**config.mk**
```make
export PLATFORM = sky130hd
export DESIGN_NAME = sia_ea_gen
export DESIGN_NICKNAME = d
export VERILOG_FILES = /design/src/rtl/sia_pkg.sv /design/src/rtl/sia_regpick.sv /design/src/rtl/sia_scaler.sv /design/src/rtl/sia_segsel.sv /design/src/rtl/sia_ea_gen.sv
export SDC_FILE = /design/constraint.sdc
export NUM_CORES = 1
export LEC_CHECK = 0
export BUFFER_PORTS_ARGS = -buffer_cell sky130_fd_sc_hd__clkbuf_2
export CORE_MARGIN = 2
export CORE_UTILIZATION = 40
export DETAILED_ROUTE_END_ITERATION = 7
export GPL_TIMING_DRIVEN = 0
export PLACE_DENSITY = 0.79
export SYNTH_ARGS = -nofsm -noshare
export SYNTH_HDL_FRONTEND = slang
export SYNTH_SLANG_ARGS = --single-unit
```
**constraint.sdc**
```tcl
create_clock -name clk -period 1.1 [get_ports clk]
set_clock_uncertainty 0.2 [all_clocks]
set_input_delay 0.055 -clock clk [delete_from_list [all_inputs] [get_ports clk]]
set_output_delay 0.055 -clock clk [all_outputs]
set_load 0.03 [all_outputs]
```
**src/rtl/sia_pkg.sv**
```systemverilog
package sia_pkg;
   localparam int SEG_W = 3;
   typedef enum logic [SEG_W-1:0] {
      SEG_ES = 3'd0,
      SEG_CS = 3'd1,
      SEG_SS = 3'd2,
      SEG_DS = 3'd3,
      SEG_FS = 3'd4,
      SEG_GS = 3'd5
   } seg_e;
   localparam int SCALE_W = 2;
endpackage

```
**src/rtl/sia_regpick.sv**
```systemverilog
module sia_regpick #(
   parameter int AW   = 32,
   parameter int NREG = 8,
   localparam int RSEL = $clog2(NREG)
) (
   input  logic [NREG*AW-1:0] regs,
   input  logic               en,
   input  logic [RSEL-1:0]    sel,
   output logic [AW-1:0]      val
);
   logic [AW-1:0] lane [NREG];
   for (genvar g = 0; g < NREG; g++) begin : g_lane
      assign lane[g] = regs[g*AW +: AW];
   end
   always_comb begin
      val = '0;
      if (en) val = lane[sel];
   end
endmodule

```
**src/rtl/sia_scaler.sv**
```systemverilog
module sia_scaler #(
   parameter int AW        = 32,
   parameter bit USE_SHIFT = 1'b1
) (
   input  logic [AW-1:0]               idx,
   input  logic [sia_pkg::SCALE_W-1:0] code,
   output logic [AW-1:0]               scaled
);
   if (USE_SHIFT) begin : g_shift
      assign scaled = idx << code;
   end else begin : g_mux
      always_comb begin
         unique case (code)
            2'd0:    scaled = idx;
            2'd1:    scaled = {idx[AW-2:0], 1'b0};
            2'd2:    scaled = {idx[AW-3:0], 2'b0};
            default: scaled = {idx[AW-4:0], 3'b0};
         endcase
      end
   end
endmodule

```
**src/rtl/sia_segsel.sv**
```systemverilog
module sia_segsel #(
   parameter int NREG    = 8,
   parameter int SP_NUM  = 4,
   parameter int FP_NUM  = 5,
   parameter bit HAS_OVR = 1'b1,
   localparam int RSEL = $clog2(NREG)
) (
   input  logic                      base_en,
   input  logic [RSEL-1:0]           base_sel,
   input  logic                      ovr_en,
   input  logic [sia_pkg::SEG_W-1:0] ovr_seg,
   output logic [sia_pkg::SEG_W-1:0] seg
);
   import sia_pkg::*;
   logic stack_base;
   logic [SEG_W-1:0] dflt;
   assign stack_base = base_en &&
      ((base_sel == RSEL'(SP_NUM)) || (base_sel == RSEL'(FP_NUM)));
   assign dflt = stack_base ? SEG_SS : SEG_DS;
   if (HAS_OVR) begin : g_ovr
      assign seg = ovr_en ? ovr_seg : dflt;
   end else begin : g_noovr
      logic unused_ovr;
      assign unused_ovr = ovr_en ^ (^ovr_seg);
      assign seg = dflt;
   end
endmodule

```
**src/rtl/sia_ea_gen.sv**
```systemverilog
module sia_ea_gen #(
   parameter int AW        = 32,
   parameter int NREG      = 8,
   parameter int SP_NUM    = 4,
   parameter int FP_NUM    = 5,
   parameter bit USE_SHIFT = 1'b1,
   parameter bit HAS_OVR   = 1'b1,
   localparam int RSEL = $clog2(NREG)
) (
   input  logic                      clk,
   input  logic                      rst_n,
   input  logic                      in_vld,
   input  logic                      base_en,
   input  logic [RSEL-1:0]           base_sel,
   input  logic                      idx_en,
   input  logic [RSEL-1:0]           idx_sel,
   input  logic [1:0]                scale_code,
   input  logic [AW-1:0]             disp,
   input  logic                      ovr_en,
   input  logic [sia_pkg::SEG_W-1:0] ovr_seg,
   input  logic [NREG*AW-1:0]        gpr_flat,
   output logic                      out_vld,
   output logic [AW-1:0]             out_addr,
   output logic [sia_pkg::SEG_W-1:0] out_seg,
   output logic                      out_illegal
);
   import sia_pkg::*;

   if (NREG != (1 << RSEL)) begin : g_bad_nreg
      $error("NREG must be a power of two");
   end
   if (SP_NUM >= NREG || FP_NUM >= NREG) begin : g_bad_num
      $error("stack/frame register number out of range");
   end
   if (AW < 8) begin : g_bad_aw
      $error("AW too small");
   end

   logic [AW-1:0]    base_v, idx_v, idx_s, sum;
   logic [SEG_W-1:0] seg_c;
   logic             bad_c;

   sia_regpick #(.AW(AW), .NREG(NREG)) u_base (
      .regs(gpr_flat), .en(base_en), .sel(base_sel), .val(base_v));
   sia_regpick #(.AW(AW), .NREG(NREG)) u_idx (
      .regs(gpr_flat), .en(idx_en), .sel(idx_sel), .val(idx_v));
   sia_scaler #(.AW(AW), .USE_SHIFT(USE_SHIFT)) u_scale (
      .idx(idx_v), .code(scale_code), .scaled(idx_s));
   sia_segsel #(.NREG(NREG), .SP_NUM(SP_NUM), .FP_NUM(FP_NUM),
                .HAS_OVR(HAS_OVR)) u_seg (
      .base_en(base_en), .base_sel(base_sel), .ovr_en(ovr_en),
      .ovr_seg(ovr_seg), .seg(seg_c));

   assign sum   = disp + base_v + idx_s;
   assign bad_c = idx_en && (idx_sel == RSEL'(SP_NUM));

   always_ff @(posedge clk or negedge rst_n) begin
      if (!rst_n) begin
         out_vld     <= 1'b0;
         out_addr    <= '0;
         out_seg     <= SEG_DS;
         out_illegal <= 1'b0;
      end else begin
         out_vld <= in_vld;
         if (in_vld) begin
            out_addr    <= sum;
            out_seg     <= seg_c;
            out_illegal <= bad_c;
         end
      end
   end

   // strobe to result latency
   assert_latency_R8: assert property (@(posedge clk) disable iff (!rst_n)
      in_vld |=> out_vld);
   assert_quiet_R8: assert property (@(posedge clk) disable iff (!rst_n)
      !in_vld |=> !out_vld);
   // stack pointer as index is flagged
   assert_sp_index_R4: assert property (@(posedge clk) disable iff (!rst_n)
      (in_vld && idx_en && idx_sel == RSEL'(SP_NUM)) |=> out_illegal);
   // no registers means address is the displacement
   assert_disp_only_R2: assert property (@(posedge clk) disable iff (!rst_n)
      (in_vld && !base_en && !idx_en) |=> (out_addr == $past(disp)));
   // stack-pointer base defaults to SS
   assert_stack_seg_R5: assert property (@(posedge clk) disable iff (!rst_n)
      (in_vld && !ovr_en && base_en && base_sel == RSEL'(SP_NUM))
      |=> (out_seg == SEG_SS));
   // no base defaults to DS
   assert_nobase_seg_R6: assert property (@(posedge clk) disable iff (!rst_n)
      (in_vld && !ovr_en && !base_en) |=> (out_seg == SEG_DS));
   // override wins
   assert_override_R7: assert property (@(posedge clk) disable iff (!rst_n)
      (in_vld && ovr_en) |=> (out_seg == $past(ovr_seg)));
   // held result is stable without a strobe
   assert_hold_R8: assert property (@(posedge clk) disable iff (!rst_n)
      !in_vld |=> $stable(out_addr));
endmodule

```
---- Word-level counts from Yosys, hierarchy flattened ----
Index checks and enable logic that the tools add are counted.
W data, S select, Z words.
word-level totals
  flip-flop bits (word level) ............. 37
  bits in read-only memories .............. 0
  memories ................................ 0
  bits in writable memories ............... 0
  input port bits ......................... 305
  latch bits .............................. 0
cells by class
  $lt $le $gt $ge ......................... 2
  muxes and demuxes ....................... 10
  multipliers ............................. 0
  bitwise gates (word level) .............. 2
  $add $sub $neg .......................... 2
  divide/modulo/power cells ............... 0
  equal/unequal tests ..................... 3
  shifts and indexed selects .............. 1
  reduce and logical (&&, ||, !) cells .... 3
operators with widths
  operator              number
  $bmux W32 S3          2
  $mux W32              6
  $add A32 B32 Y32      2
  $shl A32 B2 Y32       1
  $eq A3 B3 Y1 const B  3
  $ge A4 B4 Y1 const B  2
  $not A3 Y4            2
  $mux W3               1
  $logic_and A1 B1 Y1   2
  $logic_or A1 B1 Y1    1
  $mux W1               1

---- Longest topological paths before layout ----
  word-level depth ........................ 7
  mapped depth ............................ 20
  depth with buffers taken out ............ 17

---- Cells and area by module ----
From an unflattened synthesis, not the netlist that was laid out.
second synthesis, totals
  cell total of the unflattened synthesis .. 905
  area total of the unflattened synthesis .. 9337.7 um2
modules (own cells, without submodules)
  module       area an instance (um2)  sequential area each (um2)  cells each  times used
  sia_regpick  2401.1                  0.0                         222         2
  sia_ea_gen   3781.1                  928.4                       384         1
  sia_scaler   720.7                   0.0                         72          1
  sia_segsel   33.8                    0.0                         5           1

---- Least setup slack after synthesis ----
No wires, ideal clock.
  path type ............................... input port to flip-flop
  start ................................... input idx_sel[1]
  end ..................................... register out_addr[29]
  stages on the path ...................... 20
  path buffers ............................ 3
  path slack .............................. -3.706 ns
  data required time ...................... 0.775 ns
  arrival ................................. 4.481 ns
  cells stage by stage .................... buf_2 buf_2 buf_1 mux4_2 mux2_2 nand2_1 nor2_1 a31oi_1 nor2_1 fa_1 ha_1 fa_1 a211oi_1 o21ai_1 a21oi_2 o221ai_1 a21oi_1 o211ai_1 xor2_1 mux2_2
on the way
  cells in the longest elaborated chain, start to end .. 7
RTL lines
  what                                         line               text
  from (decl)                                  sia_ea_gen.sv:16   input logic [RSEL-1:0] idx_sel,
  $not A3 Y4 (not written as such)             sia_regpick.sv:17  if (en) val = lane[sel];
  $bmux W32 S3                                 sia_regpick.sv:17
  $mux W32 (not written as such) (2 in a row)  sia_regpick.sv:17
  $mux W32                                     sia_regpick.sv:17
  $shl A32 B2 Y32                              sia_scaler.sv:10   assign scaled = idx << code;
  $add A32 B32 Y32                             sia_ea_gen.sv:54   assign sum = disp + base_v + idx_s;
  to (signal assigned)                         sia_ea_gen.sv:66   out_addr <= sum;
  to (decl)                                    sia_ea_gen.sv:23   output logic [AW-1:0] out_addr,
No other way between the ends. The select of a mux whose other input is x is not followed.
A chain may end at the register's enable or synchronous reset.

---- Final worst setup path ----
  start ................................... input idx_sel[0]
  end ..................................... register out_addr[26]
The elaborated chain is that of the path after synthesis.

==> run metrics <==
status=finished with violations; failing checks=hold timing, setup timing; Die W=about 150 um; Post-Synth XOR/XNOR Area=0.0241; GR Overflow Total=0; Main synth FF type=dfrtp_1; DP Area=about 11000 um^2; CP arrival=approximately 4.4 ns; Setup CP Type=primary input to flip-flop; I/O Buffers=around 330; Comb pwr share=0.774; largest net degree at the start of global routing=38; drt wl/cell=25.3 um; FMAX=between 200 and 250 MHz; crit path max fanout=7; Psw=roughly 7400 uW; static leakage=between 0.005 and 0.006 uW; syn avg cell area=11.0 um^2; post-synthesis register bit count=37; fin worst setup slack=-3.28 ns; Core Rows=between 50 and 60; YS warnings=0; cell area after layout=between 10000 and 15000 um^2; clock-pin slew on the worst setup and hold paths=about 0.060 ns; Tmin final=between 4 and 5 ns; post-synth cell types=60; nets=about 1600; GRT Overall Usage=0.314; Setup violations, final=38; sw frac=0.440; synthesized area=approximately 8400 um^2; Simple-Gate Fraction of Synth Area=0.0993; TritonCTS clock tree=yes; number of global-route vias before repair=9345; Num CTS Buffers=5; Pre-antenna DRT Iters=5; initial antenna violation count=1; worst vdd ir=0.853 mV; max-cap violations=0; Filler Cell Count=about 1500; WHS=-0.296 ns; die area=22100 um^2; final period utilization=3.98; share of post-route cells with drive strength above 1=0.672; CTS max path bufs=2; setup slack after placement=-3.86 ns; Reg power frac=0.143; mux share of post-synthesis cell area=0.489; vias per cell=6.28; RSZ-0062 raised after global routing=yes; Hold Path Class=primary input to asynchronous set/reset pin; final hold vios=36; Max Slew Vio Count=0; DRC Markers=0; placer congestion estimate=0.974; chip height=~150 um; actual slew at the worst max-slew pin=0.945 ns; DRT iter0 DRCs=roughly 730; Pwr Density=roughly 1300 nW/um^2; CTS Root Cell=clkbuf_16; Worst Setup Start Kind=primary input; clock share of power=0.083; Area Growth Syn to Fin=52.8%; clock sink count=37; Routed Antenna Nets=0; P_int=~9500 uW; Starting Density=0.410; EDFF count, synth=0; htree depth=2; Compound-Gate Fraction of Synth Area=0.113; Synth Instances=760; Post-Synth Adder-Cell Area=0.122; Total Wirelength=about 37000 um; fraction of registers with async set/reset=1.00; Clk Latency, worst-skew pair=~0.29 ns; Critical Path Sink Type=flip-flop; top-level I/O count=342; dpl hpwl=between 20000 and 30000 um; Max-slew headroom=0.370; total nets after synthesis=approximately 1100; routed via count=~9200; CORE AREA=between 20000 and 25000 um^2; largest family of logic cells by synthesized area=multiplexers; sequential area share after synthesis=0.111; worst endpoint required time=between 1 and 1.5 ns; first-pass GRT wire length=between 50000 and 60000 um
-- logic make-up (layout without fill, tap and decap cells) --
logic type,Yosys count,after routing
xor+xnor,23,23
buf+inv,87,512
mux,242,242
fa+ha+maj,62,62
other cells,0,2
simple gates,168,168
compound gates,141,141
flops,37,37
-- through the flow --
| step | setup TNS, ns | utilization | std cells | hold WS [ns] | total power [uW] |
|---|---|---|---|---|---|
| final | -89.05 | 0.627 | 1457 | -0.296 | 16900 |
| after global routing | -92.95 | 0.627 | 1456 | -0.201 | 17700 |
| after CTS | -89.48 | 0.598 | 1437 | -0.260 | 14800 |
| after detailed placement | -106.86 | 0.522 | 1364 | 0.0321 | 11300 |
| after global placement | -106.24 | 0.522 | 1364 | 0.0298 | 11100 |
| after floorplan | -85.42 | - | 760 | -0.441 | 8610 |
-- layer usage --
metal  part of all wire  track usage
met5                  0            0
met4              0.055        0.134
met3               0.10       0.0601
met2               0.49        0.534
met1               0.36        0.391
-- power by group through the flow --
| stage | Combinational (uW) | Clock (uW) | Sequential [uW] |
|---|---|---|---|
| after detailed placement | 9030 | 0 | 2260 |
| after CTS | 11100 | 1400 | 2300 |
| after global routing | 13800 | 1480 | 2490 |
| after global placement | 8850 | 0 | 2240 |
| after floorplan | 5240 | 0 | 3370 |
| final | 13100 | 1400 | 2420 |
-- cells in the mapped netlist, drive strengths merged, types with 2 or more instances --
| cell type | instances | share of area |
|---|---|---|
| dfstp | 2 | 0.0063 |
| o211ai | 6 | 0.0060 |
| xor2 | 8 | 0.0084 |
| nand3 | 31 | 0.019 |
| buf | 34 | 0.018 |
| and3 | 4 | 0.0042 |
| o2bb2ai | 2 | 0.0021 |
| nor2 | 30 | 0.013 |
| o31ai | 2 | 0.0018 |
| nor2b | 30 | 0.022 |
| or2 | 3 | 0.0022 |
| a211oi | 7 | 0.0063 |
| a22o | 2 | 0.0021 |
| clkbuf | 30 | 0.013 |
| a31o | 5 | 0.0052 |
| mux2i | 39 | 0.047 |
| a31oi | 5 | 0.0037 |
| ha | 30 | 0.045 |
| o21ai | 41 | 0.025 |
| mux4 | 125 | 0.34 |
| nand4 | 7 | 0.0052 |
| a2111oi | 4 | 0.0064 |
| nand2b | 4 | 0.0030 |
| a21oi | 30 | 0.019 |
| o21a | 3 | 0.0027 |
| o311ai | 4 | 0.0042 |
| a21o | 15 | 0.014 |
| or3 | 5 | 0.0037 |
| xnor2 | 15 | 0.016 |
| nor3 | 3 | 0.0018 |
| inv | 23 | 0.010 |
| fa | 32 | 0.077 |
| mux2 | 78 | 0.11 |
| a21boi | 3 | 0.0031 |
| nand2 | 47 | 0.021 |
| a311o | 2 | 0.0024 |
| o21bai | 3 | 0.0027 |
| dfrtp | 35 | 0.10 |
-- path summary, 6_finish.rpt --
kind | from | to | slack [ns] | cells after the start
worst min register to register | out_seg[0] | out_seg[0] | 0.29 | 2
min in group clk | disp[0] | out_addr[0] | -0.02 | 4
worst min-delay path | rst_n | out_addr[3] | -0.30 | 1
max in group asynchronous | rst_n | out_addr[22] | 0.40 | 1
worst max register to register | out_addr[15] | out_addr[15] | 0 | 2
worst max-delay path | idx_sel[0] | out_addr[26] | -3.28 | 21
-- cell usage in the layout (no fill, tap or decap), drive strengths merged, types with 3 or more instances in the layout --
master       netlist  layout
o311ai             4       4
a21o              15      15
and3               4       4
or3                5       5
nor2b             30      30
nand3             31      31
xnor2             15      15
a31oi              5       5
dfrtp             35      35
ha                30      30
o21a               3       3
a21oi             30      30
inv               23      23
nor3               3       3
o21ai             41      41
a31o               5       5
a211oi             7       7
clkbuf            30     337
o211ai             6       6
mux2i             39      39
or2                3       3
nand4              7       7
xor2               8       8
nand2             47      47
nor2              30      30
nand2b             4       4
a2111oi            4       4
o21bai             3       3
a21boi             3       3
fa                32      32
mux2              78      78
dlygate4sd3        0       5
buf               34     144
mux4             125     125
-- worst max-delay path: stages --
cell       delay [ns]
clkbuf_16        0.14
buf_6            0.10
buf_12           0.11
buf_8            0.12
mux4_2           0.48
mux2_4           0.30
nand2_2          0.08
o21ai_2          0.07
mux2_4           0.30
fa_1             0.56
ha_4             0.22
buf_4            0.14
a21oi_1          0.20
o21ai_2          0.14
a2111oi_4        0.28
buf_4            0.19
nor3_4           0.05
o211ai_1         0.28
nand2_2          0.13
xnor2_1          0.14
mux2_2           0.26
-- layout make-up --
class	count	area, um^2	area share
multi-input combinational	636	7980	0.625
tap	270	338	0.0265
inverter	23	86.3	0.00676
sequential	37	928	0.0727
antenna	2	5.00	0.000392
clock buffer	6	129	0.0101
timing repair buffer	419	2750	0.215
clock inverter	2	10.0	0.000784
buffer	62	549	0.0430
-- timing repair --
item / CTS / global route
setup buffers: 60 / 27
hold buffers: 5 / 1
gates resized for setup: 214 / 152
pin swaps: 42 / 52
gates cloned: 2 / 0
endpoints found under the hold margin: 39 / 38
setup endpoints to repair: 68 / 72
-- sequential cells by signal (all words and copies together), names as in the netlist --
register / flops
out_addr: 32
out_illegal: 1
out_seg: 3
out_vld: 1
Note: power is estimated with default switching activity, not from simulation.
